`src/rtl/gpio_blink_pkg.sv`:
```
package gpio_blink_pkg;

   typedef enum logic [1:0] {
      REG_OE    = 2'd0,
      REG_LVL   = 2'd1,
      REG_BLINK = 2'd2,
      REG_NONE  = 2'd3
   } reg_sel_e;

endpackage

```
`src/rtl/blink_prescaler.sv`:
```
module blink_prescaler #(
   parameter int CLK_HZ = 100_000_000
) (
   input  logic clk,
   input  logic plat_rst,
   output logic phase
);
   localparam int HALF_CYC = CLK_HZ / 2;
   localparam int CNT_W    = (HALF_CYC > 1) ? $clog2(HALF_CYC) : 1;

   if (CLK_HZ < 4) begin : g_bad_clk
      $error("blink_prescaler: CLK_HZ must be at least 4");
   end

   logic [CNT_W-1:0] cnt_q;

   always_ff @(posedge clk) begin
      if (plat_rst) begin
         cnt_q <= '0;
         phase <= 1'b1;
      end else if (cnt_q == CNT_W'(HALF_CYC - 1)) begin
         cnt_q <= '0;
         phase <= ~phase;
      end else begin
         cnt_q <= cnt_q + 1'b1;
      end
   end
endmodule

```
`src/rtl/cfg_word_reg.sv`:
```
module cfg_word_reg #(
   parameter int DATA_W = 32
) (
   input  logic              clk,
   input  logic              plat_rst,
   input  logic              we,
   input  logic [DATA_W-1:0] wdata,
   output logic [DATA_W-1:0] q
);
   always_ff @(posedge clk) begin
      if (plat_rst)  q <= '0;
      else if (we)   q <= wdata;
   end
endmodule

```
`src/rtl/blink_enable_reg.sv`:
```
module blink_enable_reg #(
   parameter int              DATA_W    = 32,
   parameter logic [DATA_W-1:0] WR_MASK   = 32'h020C_0000,
   parameter logic [DATA_W-1:0] STBY_MASK = 32'h0200_0000,
   parameter logic [DATA_W-1:0] RST_VAL   = 32'h0004_0000
) (
   input  logic              clk,
   input  logic              plat_rst,
   input  logic              stby_clr,
   input  logic              we,
   input  logic [DATA_W-1:0] wdata,
   output logic [DATA_W-1:0] q
);
   if ((STBY_MASK & ~WR_MASK) != '0) begin : g_bad_stby
      $error("blink_enable_reg: standby bits must be writable bits");
   end
   if ((RST_VAL & ~WR_MASK) != '0) begin : g_bad_rst
      $error("blink_enable_reg: reset value sets a reserved bit");
   end

   for (genvar i = 0; i < DATA_W; i++) begin : g_bit
      if (STBY_MASK[i]) begin : g_stby
         always_ff @(posedge clk) begin
            if (plat_rst || stby_clr) q[i] <= RST_VAL[i];
            else if (we)              q[i] <= wdata[i];
         end
      end else if (WR_MASK[i]) begin : g_main
         always_ff @(posedge clk) begin
            if (plat_rst)  q[i] <= RST_VAL[i];
            else if (we)   q[i] <= wdata[i];
         end
      end else begin : g_rsvd
         assign q[i] = 1'b0;
      end
   end
endmodule

```
`src/rtl/pin_drive_mux.sv`:
```
module pin_drive_mux #(
   parameter int DATA_W = 32
) (
   input  logic [DATA_W-1:0] oe,
   input  logic [DATA_W-1:0] lvl,
   input  logic [DATA_W-1:0] blink,
   input  logic              phase,
   output logic [DATA_W-1:0] pin_out
);
   for (genvar i = 0; i < DATA_W; i++) begin : g_pin
      assign pin_out[i] = oe[i] & (blink[i] ? phase : lvl[i]);
   end
endmodule

```
`src/rtl/gpio_blink_ctrl.sv`:
```
module gpio_blink_ctrl
   import gpio_blink_pkg::*;
#(
   parameter int              CLK_HZ    = 100_000_000,
   parameter int              DATA_W    = 32,
   parameter logic [DATA_W-1:0] WR_MASK   = 32'h020C_0000,
   parameter logic [DATA_W-1:0] STBY_MASK = 32'h0200_0000,
   parameter logic [DATA_W-1:0] RST_VAL   = 32'h0004_0000
) (
   input  logic              clk,
   input  logic              plat_rst,
   input  logic              stby_rst,
   input  logic              sw_rst,
   input  logic [1:0]        reg_addr,
   input  logic              reg_we,
   input  logic [DATA_W-1:0] reg_wdata,
   output logic [DATA_W-1:0] reg_rdata,
   output logic [DATA_W-1:0] pin_oe,
   output logic [DATA_W-1:0] pin_out
);
   localparam int HALF_CYC = CLK_HZ / 2;

   reg_sel_e          sel;
   logic [DATA_W-1:0] oe_q, lvl_q, blink_q;
   logic              phase;

   assign sel = reg_sel_e'(reg_addr);

   cfg_word_reg #(.DATA_W(DATA_W)) i_oe_reg (
      .clk(clk), .plat_rst(plat_rst),
      .we(reg_we && sel == REG_OE), .wdata(reg_wdata), .q(oe_q));

   cfg_word_reg #(.DATA_W(DATA_W)) i_lvl_reg (
      .clk(clk), .plat_rst(plat_rst),
      .we(reg_we && sel == REG_LVL), .wdata(reg_wdata), .q(lvl_q));

   blink_enable_reg #(
      .DATA_W(DATA_W), .WR_MASK(WR_MASK),
      .STBY_MASK(STBY_MASK), .RST_VAL(RST_VAL)
   ) i_blink_reg (
      .clk(clk), .plat_rst(plat_rst), .stby_clr(stby_rst || sw_rst),
      .we(reg_we && sel == REG_BLINK), .wdata(reg_wdata), .q(blink_q));

   blink_prescaler #(.CLK_HZ(CLK_HZ)) i_presc (
      .clk(clk), .plat_rst(plat_rst), .phase(phase));

   pin_drive_mux #(.DATA_W(DATA_W)) i_mux (
      .oe(oe_q), .lvl(lvl_q), .blink(blink_q), .phase(phase),
      .pin_out(pin_out));

   assign pin_oe = oe_q;

   always_comb begin
      case (sel)
         REG_OE:    reg_rdata = oe_q;
         REG_LVL:   reg_rdata = lvl_q;
         REG_BLINK: reg_rdata = blink_q;
         default:   reg_rdata = '0;
      endcase
   end
endmodule

```
`config.mk`:
```
export PLATFORM = sky130hd
export DESIGN_NAME = gpio_blink_ctrl
export DESIGN_NICKNAME = d
export VERILOG_FILES = /design/src/rtl/gpio_blink_pkg.sv /design/src/rtl/blink_prescaler.sv /design/src/rtl/cfg_word_reg.sv /design/src/rtl/blink_enable_reg.sv /design/src/rtl/pin_drive_mux.sv /design/src/rtl/gpio_blink_ctrl.sv
export SDC_FILE = /design/constraint.sdc
export NUM_CORES = 1
export LEC_CHECK = 0
export ABC_CLOCK_PERIOD_IN_PS = 3000
export BUFFER_PORTS_ARGS = -buffer_cell sky130_fd_sc_hd__buf_4
export CELL_PAD_IN_SITES_DETAIL_PLACEMENT = 1
export CELL_PAD_IN_SITES_GLOBAL_PLACEMENT = 1
export CORE_ASPECT_RATIO = 0.75
export CORE_MARGIN = 3
export CORE_UTILIZATION = 40
export CTS_CLUSTER_DIAMETER = 100
export DETAILED_ROUTE_END_ITERATION = 6
export MAX_ROUTING_LAYER = met4
export PLACE_DENSITY = 0.95
export SYNTH_ARGS = -nofsm -noshare
export SYNTH_HDL_FRONTEND = slang
export SYNTH_SLANG_ARGS = --single-unit
```
`constraint.sdc`:
```
create_clock -name clk -period 3 [get_ports clk]
set_input_delay 0.6 -clock clk [delete_from_list [all_inputs] [get_ports clk]]
set_output_delay 0.6 -clock clk [all_outputs]
set_load 0.01 [all_outputs]
```
==> metrics.txt, run 1 <==
post-route total power 2.97 mW; highest attainable clock frequency around 420 MHz; total number of nets in the final design 704; classification of the worst-slack hold path in -> reg; HPWL after DPL 10200 µm; final routed DRC violation total 0; critical path class in -> out; Final Hold Vio Count 0; layout cells sized above 1 approximately a quarter; final worst hold slack 0.410 ns; Layout Skew 0.00454 ns; slowest cell delay on critical path 0.36 ns; Unique masters post-synth 36; largest voltage drop on the vdd net 293 µV; Max-cap violations 0; buffer type at the clock tree root clkbuf_16; commonest register cell after synthesis dfxtp_1; initial cell density of the core 41.8%; result of the run completed; Required @ worst endpoint 2.40 ns; count of cells resized by post-cts repair 0; CP startpoint kind input pin; number of DRC markers after the initial detailed-route iteration 245; biggest fanout along the worst timing path 22; cell taking the most area after synthesis dfxtp_1; Vias/cell ~5.5; P&R area growth vs syn 32.4%; overall routed net length ~15000 µm; ranking of synthesized cells by instance count nand2_1, dfxtp_1, a21oi_1; mean routed wirelength per cell 18.3 µm; fraction of synthesized cell area taken by the top area cell type 42.9%; buffers and inverters on the worst path 3; Lkg Pwr 2.43 nW; number of rows in the core area 32; storage element area 1880 µm²; share of synthesized area occupied by flip-flops and latches 42.9%; Worst path top cell family by delay buffers and inverters; gp weighted congestion 0.880; placeable core region 10500 µm²; filler instances 1270; Syn Std Cell Area 4390 µm²; number of antenna violations at the first check in global routing 0; Skew-Pair Late Insertion Delay 0.35 ns; total iterations of the first detailed-routing run 4; cell type with the highest occurrence count on the critical path buf_4; Final Max Tran Viols 0; vias 4406; highest-delay cell along the critical path buf_4; top-level port count roughly 140; Slew @ Worst Pin 0.784 ns; register bit total from synthesis 94; share of the cycle needed by the critical path after routing roughly 80%; overall overflow remaining after global route 0; number of global-route vias before repair 4635; CTS tree done; synth warn 0; Post CTS Setup Buffer Count 0; Sink Count 94; Mean Syn Cell Area around 8 µm²; pwr dens 511 nW/µm²; fraction of registers with async set or reset after synthesis 0%; tightest slew margin relative to the limit 47.7%; number of enable flip-flop cells after synthesis 0; Die Area 12300 µm²; IO buf count between 100 and 150; post-synthesis instance total 548; clock-pin slew of the registers on the worst-case setup and hold paths 0.07 ns; count of final setup violators 0; chip width 127 µm; crit end category output pin; cts hold-fix bufs 0; setup total negative slack 0 ns; crit-path cells buf_4 > buf_4 > mux2i_1 > nor2_1 > buf_4; data arrival at the endpoint of the critical path between 1.5 and 2 ns; leading cell types by total area after synthesis dfxtp_1, nand2_1, mux2i_1; unrepaired setup endpoints after global routing false; count leader, synth nand2_1; clock buffer depth 2; minimum period implied by the final worst setup slack 2.39 ns; Antenna Violating Nets Remaining 0; largest net degree at the start of global routing 68; net count of the mapped netlist 588; wire length of the first global-routing pass 23600 µm; GRT Total Usage approximately 24%; number of buffers created by CTS 9; die height 96.7 µm; Clock H-tree levels 3; antenna diode instance count 0; Multi-input gate area 2300 µm²
==> state kept, by name, summed over array words and instances, names as in the netlist <==
| signal | flops |
|---|---|
| i_lvl_reg.q | 32 |
| i_oe_reg.q | 32 |
| i_presc.cnt_q | 26 |
| i_blink_reg.q | 3 |
| i_presc.phase | 1 |
==> metrics by stage <==
stage	instances	utilization (%)	setup slack, ns	cell area (µm²)
after global routing	805	55.4	0.574	5810
after global placement	789	51.8	0.694	5440
final	805	55.4	0.615	5810
after detailed placement	789	51.8	0.585	5440
after floorplan	548	-	0.929	4390
after CTS	805	55.4	0.619	5810
==> metal layers <==
metal / GRT usage [%] / vias to the layer above / part of all wire, %
met3: 4.42 / 46 / 4.8
met5: - / - / 0
met4: 11.4 / 0 / 3.8
met1: 28.2 / 2158 / 41
li1: - / 2070 / -
met2: 40.6 / 132 / 50
==> power by group <==
group / switching (mW) / internal [mW]
sequential: 0.0313 / 1.28
combinational: 0.142 / 0.111
clock: 0.485 / 0.920
total: 0.658 / 2.31
==> placed cells by master, fill, tap and decap left out, drive strengths merged <==
cell type  instances
clkbuf            10
nor2              43
nand2            141
nor3b              1
ha                 1
and2              32
mux2i             38
or3                4
or4                9
dfxtp             94
or3b               1
xor2               7
o31ai             10
and3               4
inv                4
nand3b             1
nand3              9
nor4               3
buf              142
a21oi             76
and4               2
nor4b              1
xnor2              5
nor2b              6
clkinvlp           1
bufinv             4
o21ai              7
nand4             12
clkinv             1
==> kinds of logic after synthesis <==
family	synth area share [%]
muxes	8.67
DFF	42.9
buffers and inverters	4.73
and+or+nand+nor	29.4
adders and majority gates	0.285
xor gates and xnor gates	2.40
AOI/OAI and AO/OA	11.7
==> final timing paths <==
kind | start | to | slack [ns] | cells past startpoint
min | sw_rst | i_blink_reg.q[25] | 0.41 | 2
min reg2reg | i_lvl_reg.q[19] | i_lvl_reg.q[19] | 0.48 | 2
max | reg_addr[0] | reg_rdata[31] | 0.61 | 5
max reg2reg | i_presc.cnt_q[0] | i_presc.cnt_q[24] | 0.90 | 5
==> cell type report <==
type	count	area share (%)
clock buffer	10	4.11
tap	136	2.93
timing repair buffer	142	18.4
inverter	4	0.259
multi-input combinational	413	39.7
clock inverter	6	2.28
sequential	94	32.4
Power figures use the tool's default switching activity.
==> run 2: changes to the inputs <==
--- a/config.mk
+++ b/config.mk
@@ -5,17 +5,18 @@
 export SDC_FILE = /design/constraint.sdc
 export NUM_CORES = 1
 export LEC_CHECK = 0
-export ABC_CLOCK_PERIOD_IN_PS = 3000
+export ABC_AREA = 1
+export ABC_CLOCK_PERIOD_IN_PS = 2100
 export BUFFER_PORTS_ARGS = -buffer_cell sky130_fd_sc_hd__buf_4
 export CELL_PAD_IN_SITES_DETAIL_PLACEMENT = 1
 export CELL_PAD_IN_SITES_GLOBAL_PLACEMENT = 1
 export CORE_ASPECT_RATIO = 0.75
 export CORE_MARGIN = 3
-export CORE_UTILIZATION = 40
+export CORE_UTILIZATION = 32
 export CTS_CLUSTER_DIAMETER = 100
 export DETAILED_ROUTE_END_ITERATION = 6
 export MAX_ROUTING_LAYER = met4
-export PLACE_DENSITY = 0.95
+export PLACE_DENSITY = 0.86
 export SYNTH_ARGS = -nofsm -noshare
 export SYNTH_HDL_FRONTEND = slang
 export SYNTH_SLANG_ARGS = --single-unit
==> constraint.sdc (replaced) <==
create_clock -name clk -period 2.1 [get_ports clk]
set_input_delay 0.42 -clock clk [delete_from_list [all_inputs] [get_ports clk]]
set_output_delay 0.42 -clock clk [all_outputs]
set_load 0.01 [all_outputs]
==> run 2 against run 1 <==
Effect of this change:
- total power grew 35%
- clock skew rose by 0.0014 ns
- sequential cell count unchanged
- largest cell class unchanged
- critical endpoint is now reg_rdata[20]
- routed wire length down 6.5%
- via count increased by 3.1%
==> metrics.txt, run 2 <==
data arrival at the endpoint of the critical path 1.40 ns; leading cell type in the layout, fill and taps excluded buf_4; ranking of synthesized cells by instance count nand2_1, nor2_1, o21ai_0; count of cells resized by post-cts repair 0; clock-pin slew of the registers on the worst-case setup and hold paths 0.06 ns; GRT Total Usage a little under a fifth; fraction of synthesized cell area taken by the top area cell type 42.5%; Die Area 15300 µm²; gp weighted congestion between 0.8 and 0.9; wire length of the first global-routing pass 22300 µm; net count of the mapped netlist 697; vias 4541; commonest register cell after synthesis dfxtp_1; Vias/cell between 4 and 5; Skew-Pair Late Insertion Delay 0.35 ns; number of enable flip-flop cells after synthesis 0; largest net degree at the start of global routing 49; Post-Layout Cell Count 958; initial cell density of the core 33.4%; Max-cap violations 0; minimum period implied by the final worst setup slack 1.82 ns; number of global-route vias before repair 4559; crit path setup slack, layout 0.285 ns; count leader, synth nand2_1; mean routed wirelength per cell 14.4 µm; share of the synthesized netlist area taken by xor and xnor gates 1.98%; final routed DRC violation total 0; unrepaired setup endpoints after global routing false; portion of netlist area occupied by mux cells 0%; fraction of registers with async set or reset after synthesis 0%; chip width around 140 µm; layout cells sized above 1 a little under a quarter; cell taking the most area after synthesis dfxtp_1; largest voltage drop on the vdd net 442 µV; Final Max Tran Viols 0; crit end category output pin; setup total negative slack 0 ns; HPWL after DPL 10500 µm; classification of the worst-slack hold path in -> reg; highest-count cells in the layout ignoring fill and taps buf_4, nand2_1, nor2_1; leading cell types by total area after synthesis dfxtp_1, nand2_1, o21ai_0; placement-stage worst setup slack roughly 0.27 ns; placeable core region 13200 µm²; share of the cycle needed by the critical path after routing 86.4%; antenna diode instance count 0; Sink Count 94; Clock H-tree levels 3; share of the synthesized area in compound gates (AO/OA/AOI/OAI) 17.9%; CTS tree done; biggest fanout along the worst timing path 27; Final Hold Vio Count 0; count of final setup violators 0; Post CTS Setup Buffer Count 0; overall routed net length 13800 µm; register bit total from synthesis 94; CP startpoint kind input pin; buffer type at the clock tree root clkbuf_16; critical path class in -> out; Lkg Pwr 2.56 nW; filler instances between 1.5k and 2k; number of antenna violations at the first check in global routing 0; overall overflow remaining after global route 0; number of rows in the core area 36; highest attainable clock frequency 551 MHz; IO buf count between 100 and 150; DP Cell Count roughly 940; P&R area growth vs syn 33.8%; Regs by FF count i_lvl_reg.q x32, i_oe_reg.q x32, i_presc.cnt_q x26; clock buffer depth 2; Unique masters post-synth 31; die height about 110 µm; area share of and/or/nand/nor cells after synthesis 26.8%; pwr dens slightly below 700 nW/µm²; Required @ worst endpoint 1.68 ns; adder and majority cell fraction of the synthesized area 0.283%; Antenna Violating Nets Remaining 0; post-synthesis instance total 657; number of buffers created by CTS 9; total number of nets in the final design 822; result of the run completed; Mean Syn Cell Area 6.74 µm²; tightest slew margin relative to the limit 67.5%; number of DRC markers after the initial detailed-route iteration between 150 and 200; cts hold-fix bufs 0; Syn Std Cell Area approximately 4400 µm²; largest family of logic cells by synthesized area simple AND/OR/NAND/NOR gates; Layout Skew 0.00592 ns; total iterations of the first detailed-routing run 4; synth warn 0; share of synthesized area occupied by flip-flops and latches 42.5%; Slew @ Worst Pin 0.487 ns; top-level port count 135
run 2: critical path, stage by stage:
cell and delay, ns:
buf_4 0.13, nor2_2 0.27, buf_12 0.23, nand2_1 0.07, o21ai_0 0.10, buf_4 0.16
run 2: cell type report:
class | count | area (µm²) | area share (%)
tap | 171 | 214 | 3.61
timing repair buffer | 141 | 1120 | 18.9
clock inverter | 7 | 72.6 | 1.22
clock buffer | 9 | 225 | 3.80
multi-input combinational | 447 | 2080 | 35.1
sequential | 94 | 1880 | 31.8
inverter | 89 | 334 | 5.64
run 2: per-stage QoR:
stage | total power [mW] | cell area [µm²] | util (%) | hold slack [ns]
after floorplan | 2.16 | 4430 | - | 0.429
after CTS | 4.05 | 5930 | 44.7 | 0.249
after global placement | 2.38 | 5630 | 42.5 | 0.441
final | 4.01 | 5930 | 44.7 | 0.260
after global routing | 4.18 | 5930 | 44.7 | 0.264
after detailed placement | 2.40 | 5630 | 42.5 | 0.454
run 2: worst paths after layout:
check                                 startpoint                end  slack [ns]  depth (start not counted)
worst max register to register  i_presc.cnt_q[0]  i_presc.cnt_q[16]        0.44                          8
worst min register to register   i_lvl_reg.q[28]    i_lvl_reg.q[28]        0.47                          2
worst min-delay path                    plat_rst    i_lvl_reg.q[19]        0.26                          2
worst max-delay path                 reg_addr[0]      reg_rdata[20]        0.28                          6
run 2: logic make-up after synthesis:
kind of cell | after synthesis
buffers and inverters | 116
and+or+nand+nor | 284
adders and majority gates | 1
DFF | 94
xor gates and xnor gates | 10
AOI/OAI and AO/OA | 152
run 2: layer usage:
layer / global-route usage [%] / share of wire (%)
met4: 5.00 / 1.6
met1: 24.1 / 49
met2: 29.7 / 45
met3: 3.29 / 3.8
met5: - / 0
run 2: power breakdown:
group          total [mW]  internal (mW)  switching (mW)  leakage, nW
clock                1.65          0.927           0.727        0.142
sequential           1.91           1.85          0.0577        0.766
combinational       0.441          0.200           0.241         1.65
